File: config.mk
export PLATFORM = sky130hd
export DESIGN_NAME = brc_resolver
export DESIGN_NICKNAME = d
export VERILOG_FILES = /design/src/rtl/brc_pkg.sv /design/src/rtl/brc_pred_filter.sv /design/src/rtl/brc_fallthrough.sv /design/src/rtl/brc_judge.sv /design/src/rtl/brc_resolver.sv
export SDC_FILE = /design/constraint.sdc
export NUM_CORES = 1
export LEC_CHECK = 0
export ABC_AREA = 1
export BUFFER_PORTS_ARGS = -buffer_cell sky130_fd_sc_hd__buf_2
export CAP_MARGIN = 25
export CORE_MARGIN = 8
export CORE_UTILIZATION = 45
export DETAILED_ROUTE_END_ITERATION = 10
export PLACE_DENSITY = 0.8
export SLEW_MARGIN = 20
export SYNTH_ARGS = -nofsm -noshare
export SYNTH_HDL_FRONTEND = slang
export SYNTH_SLANG_ARGS = --single-unit
File: constraint.sdc
create_clock -name clk -period 2 [get_ports clk]
set_input_delay 0.2 -clock clk [delete_from_list [all_inputs] [get_ports clk]]
set_output_delay 0.2 -clock clk [all_outputs]
set_load 0.1 [all_outputs]
File: src/rtl/brc_pkg.sv
package brc_pkg;

    // actual instruction kind (op_kind[1] set means indirect)
    localparam logic [1:0] OPK_BRANCH = 2'b00;
    localparam logic [1:0] OPK_DIRECT = 2'b01;

    // raw predicted-type codes from fetch
    localparam logic [2:0] PT_NONE    = 3'd0;
    localparam logic [2:0] PT_BRANCH  = 3'd1;
    localparam logic [2:0] PT_JUMP    = 3'd2;
    localparam logic [2:0] PT_JUMPREG = 3'd3;
    localparam logic [2:0] PT_RETURN  = 3'd4;

    // prediction after trust filtering
    typedef enum logic [1:0] {
        PC_NONE     = 2'd0,
        PC_TAKEN    = 2'd1,
        PC_DIRECT   = 2'd2,
        PC_INDIRECT = 2'd3
    } pred_class_e;

    typedef enum logic {
        S_IDLE   = 1'b0,
        S_REPORT = 1'b1
    } brc_state_e;

endpackage

File: src/rtl/brc_pred_filter.sv
// Turns the raw predicted type into a trusted prediction class.
// A return without a live stack entry is demoted to no prediction.
module brc_pred_filter
    import brc_pkg::*;
(
    input  logic [2:0]  pred_type,
    input  logic        pred_stack_ok,
    output pred_class_e pred_class
);
    always_comb begin
        unique case (pred_type)
            PT_BRANCH:  pred_class = PC_TAKEN;
            PT_JUMP:    pred_class = PC_DIRECT;
            PT_JUMPREG: pred_class = PC_INDIRECT;
            PT_RETURN:  pred_class = pred_stack_ok ? PC_INDIRECT : PC_NONE;
            default:    pred_class = PC_NONE;
        endcase
    end
endmodule

File: src/rtl/brc_fallthrough.sv
// Sequential successor address of the instruction.
module brc_fallthrough #(
    parameter int XLEN = 32
) (
    input  logic [XLEN-1:0] pc,
    input  logic            rvc,
    output logic [XLEN-1:0] next_pc
);
    localparam logic [XLEN-1:0] STEP_SHORT = XLEN'(2);
    localparam logic [XLEN-1:0] STEP_FULL  = XLEN'(4);

    always_comb begin
        next_pc = pc + (rvc ? STEP_SHORT : STEP_FULL);
    end
endmodule

File: src/rtl/brc_judge.sv
// Decides mispredict and continuation address for one instruction.
module brc_judge
    import brc_pkg::*;
#(
    parameter int XLEN = 32
) (
    input  logic [1:0]      op_kind,
    input  pred_class_e     pred_class,
    input  logic            res_taken,
    input  logic [XLEN-1:0] res_target,
    input  logic [XLEN-1:0] pred_addr,
    input  logic [XLEN-1:0] seq_pc,
    output logic            mispredict,
    output logic [XLEN-1:0] target
);
    logic addr_differs;
    logic guessed_taken;

    always_comb begin
        addr_differs  = (pred_addr != res_target);
        guessed_taken = (pred_class == PC_TAKEN);
        mispredict    = 1'b0;
        target        = res_target;
        if (op_kind[1]) begin
            // indirect: only a trusted indirect guess with a matching address passes
            mispredict = (pred_class != PC_INDIRECT) || addr_differs;
        end else if (op_kind == OPK_DIRECT) begin
            // direct: passes whenever fetch actually redirected
            mispredict = (pred_class != PC_DIRECT);
        end else begin
            mispredict = (res_taken != guessed_taken)
                       || (res_taken && guessed_taken && addr_differs);
            target     = res_taken ? res_target : seq_pc;
        end
    end
endmodule

File: src/rtl/brc_resolver.sv
module brc_resolver
    import brc_pkg::*;
#(
    parameter int XLEN = 32
) (
    input  logic            clk,
    input  logic            rst_n,
    input  logic            in_valid,
    input  logic [XLEN-1:0] in_pc,
    input  logic            in_rvc,
    input  logic [1:0]      op_kind,
    input  logic            res_taken,
    input  logic [XLEN-1:0] res_target,
    input  logic [2:0]      pred_type,
    input  logic            pred_stack_ok,
    input  logic [XLEN-1:0] pred_addr,
    output logic            out_valid,
    output logic            out_mispredict,
    output logic [XLEN-1:0] out_target
);
    brc_state_e      state_q, state_d;
    pred_class_e     pclass;
    logic [XLEN-1:0] seq_pc;
    logic            judge_misp;
    logic [XLEN-1:0] judge_tgt;
    logic            misp_q;
    logic [XLEN-1:0] tgt_q;

    brc_pred_filter u_filter (
        .pred_type     (pred_type),
        .pred_stack_ok (pred_stack_ok),
        .pred_class    (pclass)
    );

    brc_fallthrough #(.XLEN(XLEN)) u_seq (
        .pc      (in_pc),
        .rvc     (in_rvc),
        .next_pc (seq_pc)
    );

    brc_judge #(.XLEN(XLEN)) u_judge (
        .op_kind    (op_kind),
        .pred_class (pclass),
        .res_taken  (res_taken),
        .res_target (res_target),
        .pred_addr  (pred_addr),
        .seq_pc     (seq_pc),
        .mispredict (judge_misp),
        .target     (judge_tgt)
    );

    // next-state logic
    always_comb begin
        state_d = state_q;
        unique case (state_q)
            S_IDLE:   state_d = in_valid ? S_REPORT : S_IDLE;
            S_REPORT: state_d = in_valid ? S_REPORT : S_IDLE;
            default:  state_d = S_IDLE;
        endcase
    end

    // state register
    always_ff @(posedge clk) begin
        if (!rst_n) state_q <= S_IDLE;
        else        state_q <= state_d;
    end

    // output register: hold a result only for the reporting cycle
    always_ff @(posedge clk) begin
        if (!rst_n || !in_valid) begin
            misp_q <= 1'b0;
            tgt_q  <= '0;
        end else begin
            misp_q <= judge_misp;
            tgt_q  <= judge_tgt;
        end
    end

    assign out_valid      = (state_q == S_REPORT);
    assign out_mispredict = misp_q;
    assign out_target     = tgt_q;
endmodule

==> After elaboration in Yosys (flattened, before gate mapping) <==
Index checks and enable logic that the tools add are counted.
{ "word_totals": {"inputBits": 107, "regBits": 34, "elab_cells": 30, "out_inout_bits": 34} }
{ "op_classes": {"reduce_logical": 7, "add_sub_neg": 1, "mux": 9, "n_eq_ne": 10} }
{ "op_table": {"columns": ["op", "n"], "rows": [
  ["2-to-1 mux 32 bit", 3],
  ["adder 32 bit", 1],
  ["!= test 32 bit", 1],
  ["one-hot mux 2 bit (4 select lines)", 1],
  ["equality test 3 x 2 -> 1 bit, second input constant", 2],
  ["equality test 2 x 1 -> 1 bit, second input constant", 2],
  ["!= test 2 bit, second input constant", 2],
  ["equality test 3 x 1 -> 1 bit, second input constant", 1],
  ["equality test 3 bit, second input constant", 1],
  ["logical OR 1 bit", 3],
  ["2-to-1 mux 1 bit", 3],
  ["2-to-1 mux 3 bit", 1],
  ["logical AND 1 bit", 2],
  ["logical NOT 1 bit", 2],
  ["2-to-1 mux 2 bit", 1],
  ["!= test 1 bit", 1]
]} }

==> Longest topological paths before layout <==
{ "depth": {"ltp_word": 8, "depth_mapped": 13, "mapped_depth_nobuf": 13} }

==> Hierarchy <==
A second synthesis with hierarchy kept.
{ "unflattened": {"hier_cells": 460, "area_unflattened_um2": 2946.6} }
{ "modules_own_cells": {"columns": ["module", "seq_area_each_um2", "area_each_um2", "n_inst", "cells_each"], "rows": [
  ["brc_judge", 0.0, 1016.0, 1, 158],
  ["brc_resolver", 680.7, 972.2, 1, 105],
  ["brc_fallthrough", 0.0, 924.6, 1, 188],
  ["brc_pred_filter", 0.0, 33.8, 1, 9]
]} }

==> Worst setup path before layout <==
Ideal clock, no wire load.
{ "synth_path": {"path_kind": "input-to-reg", "startpoint": "input port in_pc[1]", "endpoint": "register tgt_q[23], in the netlist out_target[23]", "path_stages": 11, "setup_time_ps": 113, "path_slack_ps": 351, "t_required_ps": 1887, "t_arrival_ps": 1536, "path_buffers": 0, "path_cell_list": "ha_1 -> fa_1 -> nand2_2 -> nor2_2 -> nand2_2 -> nor3_4 -> nand2_4 -> nor2_8 -> xor2_1 -> o21ai_1 -> inv_1"} }
{ "synth_via": {"elab_chain_cells": 4} }
{ "synth_rtl": {"columns": ["element", "line", "source"], "rows": [
  ["start: declaration", "brc_resolver.sv:9", "input logic [XLEN-1:0] in_pc,"],
  ["adder 32 bit", "brc_fallthrough.sv:13", "next_pc = pc + (rvc ? STEP_SHORT : STEP_FULL);"],
  ["2-to-1 mux 32 bit", "brc_judge.sv:33", "target = res_taken ? res_target : seq_pc;"],
  ["2-to-1 mux 32 bit", "brc_judge.sv:27", "end else if (op_kind == OPK_DIRECT) begin"],
  ["2-to-1 mux 32 bit", "brc_judge.sv:24", "if (op_kind[1]) begin"],
  ["end signal: assignment", "brc_resolver.sv:75", "tgt_q <= judge_tgt;"],
  ["end: declaration", "brc_resolver.sv:27", "logic [XLEN-1:0] tgt_q;"]
]} }
No other way between the ends.
A chain may end at the register's enable or synchronous reset.

==> Final worst setup path <==
{ "layout_path": {"startpoint": "input port in_pc[1]", "endpoint": "register tgt_q[31], in the netlist out_target[31]"} }
Same word-level chain as after synthesis.

==> flow_metrics.env <==
export IMPL_run_status="finished, final reports clean"
export IMPL_wl_met3_um=644
export IMPL_tns_ns=0
export IMPL_drv_cap=0
export IMPL_grtUsageTotal_pct=19.9
export IMPL_synth_largest_area_cell="dfxtp_1"
export IMPL_grt_pass1_wl_um=14000
export IMPL_insertedDiodeCount=0
export IMPL_hold_viol=0
export IMPL_relSlewSlack_pct=49.9
export IMPL_ios=141
export IMPL_routed_via_density=4.75
export IMPL_h_tree_depth=2
export IMPL_synth_cell_types=33
export IMPL_grt_max_degree=26
export IMPL_syn_inst=411
export IMPL_core_area_mm2=0.00551
export IMPL_clkSinkCount=34
export IMPL_slew_violations=0
export IMPL_pwr_share_comb_pct=35.8
export IMPL_p_clk_share_pct=26.2
export IMPL_avgSynthCellArea_um2=6.25
export IMPL_worst_hold_slack_ns=0.165
export IMPL_min_period_over_period_pct=79.8
export IMPL_wl_per_cell_um=13.5
export IMPL_p_leak_nw=2.00
export IMPL_initial_core_util_pct=46.6
export IMPL_p_int_mw=1.18
export IMPL_maxUsedRoutingLayer="met4"
export IMPL_placed_cell_area_mm2=0.00335
export IMPL_critical_path_class="input pin to flop"
export IMPL_drt_iter0_drc=102
export IMPL_num_rows=27
export IMPL_dp_hpwl_um=7340
export IMPL_synth_top_family_by_area="simple AND/OR/NAND/NOR gates"
export IMPL_clk_pin_slew_ns=0.07
export IMPL_area_growth_pct=33.9
export IMPL_crit_path_end_kind="flop"
export IMPL_die_area_mm2=0.00838
export IMPL_fmax_mhz=627
export IMPL_cts_hold_buffers=0
export IMPL_period_minus_slack_ns=1.60
export IMPL_drive_gt1_share_pct=30.1
export IMPL_synthMuxAreaShare_pct=0
export IMPL_power_density_mw_per_mm2=550
export IMPL_syn_num_nets=522
export IMPL_finalSetupViolations=0
export IMPL_yosysTopAreaCellShare_pct=26.5
export IMPL_gp_congestion=0.842
export IMPL_synth_compound_area_share_pct=9.02
export IMPL_nets=664
export IMPL_netlist_area_mm2=0.00257
export IMPL_io_buffer_count=140
export IMPL_cts_buffers=5
export IMPL_first_global_vias=3026
export IMPL_peakVddDrop_v=0.000368
export IMPL_tritoncts="yes"
export IMPL_cts_buffer_depth=2
export IMPL_ant_nets=0
export IMPL_wl_met1_um=3570
export IMPL_synth_seq_cells=34
export IMPL_gr_total_overflow=0
export IMPL_wirelength_um=8450
export IMPL_swShare_pct=37.7
export IMPL_die_x_um=91.5
export IMPL_p_switching_mw=0.713
export IMPL_die_h_um=91.5
export IMPL_final_core_util_pct=62.4
export IMPL_design_area_mm2=0.00344
export IMPL_yosys_area_share_simple_pct=38.5
export IMPL_synth_area_top_cells="dfxtp_1, nand2_1, xnor2_1"
export IMPL_synth_xor_area_share_pct=12.6
export IMPL_route_detailed_drc=0
export IMPL_drt_pass1_iterations=4
export IMPL_critPathLaunchType="input pin"
export IMPL_antenna_found_initial=0
export IMPL_seqPwrFrac_pct=38.0
export IMPL_ys_warn_count=0
export IMPL_cp_max_fo=5
export IMPL_dr_total_vias=2965
export IMPL_worst_pin_slew_ns=0.751
export IMPL_cp_required_ns=2.18
export IMPL_min_path_type="input pin to flop"
export IMPL_rsz0062_at_grt="no"
export IMPL_route_met2_wl_um=4060
export IMPL_synthAdderAreaFrac_pct=2.24
export IMPL_ys_seq_area_share_pct=26.5
export IMPL_cts_setup_buffers=0
export IMPL_cts_root_buffer_cell="clkbuf_8"
export IMPL_cts_resized=0
export IMPL_worstPathArrival_ns=1.78
worst paths after layout:
kind | start | to | slack (ns) | depth (start not counted)
worst min-delay path | in_pc[0] | out_target[0]$_SDFF_PP0_ | 0.17 | 3
worst max-delay path | in_pc[1] | out_target[31]$_SDFF_PP0_ | 0.40 | 14
sequential cells by signal (all words and copies together) (netlist names):
name            flops
out_valid           1
out_mispredict      1
out_target         32
logic make-up (layout without fill, tap and decap cells):
family          Yosys count  count (layout)
compound gates           43              43
buf+inv                  75             216
flops                    34              34
fa+ha+maj                 4               4
simple gates            218             218
xor+xnor                 37              37
power groups by stage:
| stage | logic, mW | clock network, mW | registers (mW) |
|---|---|---|---|
| after global routing | 0.732 | 0.534 | 0.721 |
| after detailed placement | 0.677 | 0 | 0.734 |
| after floorplan | 0.210 | 0 | 0.974 |
| after CTS | 0.679 | 0.504 | 0.719 |
| final | 0.677 | 0.496 | 0.718 |
| after global placement | 0.665 | 0 | 0.733 |
synth_stat cells (all sizes together):
cell type	instances
nand2	111
inv	66
nor2	63
dfxtp	34
xnor2	28
o21ai	24
nand3	19
a21oi	13
xor2	9
nor3	8
nand3b	6
clkbuf	5
nand4	5
buf	4
nor4	4
ha	3
o211ai	2
or2	2
a22oi	1
fa	1
o2111ai	1
o21bai	1
o31ai	1
area by class of cell:
| class | instances | area [um^2] |
|---|---|---|
| multi-input cells | 302 | 1610 |
| inverters | 66 | 248 |
| fillers | 535 | 2070 |
| repair buffers | 144 | 731 |
| clock buffers | 6 | 82.6 |
| flip-flops and latches | 34 | 681 |
| well taps | 72 | 90.1 |
through the flow:
stage / setup WS, ns / cells / power (mW)
floorplan: 0.351 / 411 / 1.18
global placement: 0.163 / 618 / 1.40
detailed placement: 0.120 / 618 / 1.41
CTS: 0.415 / 624 / 1.90
global route: 0.231 / 624 / 1.99
finish: 0.405 / 624 / 1.89
routing by layer:
layer	GRT usage [%]	vias to the layer above
met5	0	-
met4	5.87	0
met3	5.43	12
met2	33.7	100
met1	24.0	1299
li1	-	1554
placed cells by master, fill, tap and decap left out, drive strengths merged:
cell	instances
a21oi	13
a22oi	1
buf	144
clkbuf	6
dfxtp	34
fa	1
ha	3
inv	66
nand2	111
nand3	19
nand3b	6
nand4	5
nor2	63
nor3	8
nor4	4
o2111ai	1
o211ai	2
o21ai	24
o21bai	1
o31ai	1
or2	2
xnor2	28
xor2	9
worst max-delay path: stages:
cell and delay, ns:
buf_2 0.09, ha_1 0.18, fa_1 0.23, nand2_2 0.08, nor2_2 0.12, nand2_2 0.12
nor3_4 0.21, nand2_4 0.13, nor2_8 0.13, nand2_1 0.06, nand2_1 0.07, nand3_1 0.06
nand2_1 0.06, inv_1 0.03
Power figures use the tool's default switching activity.
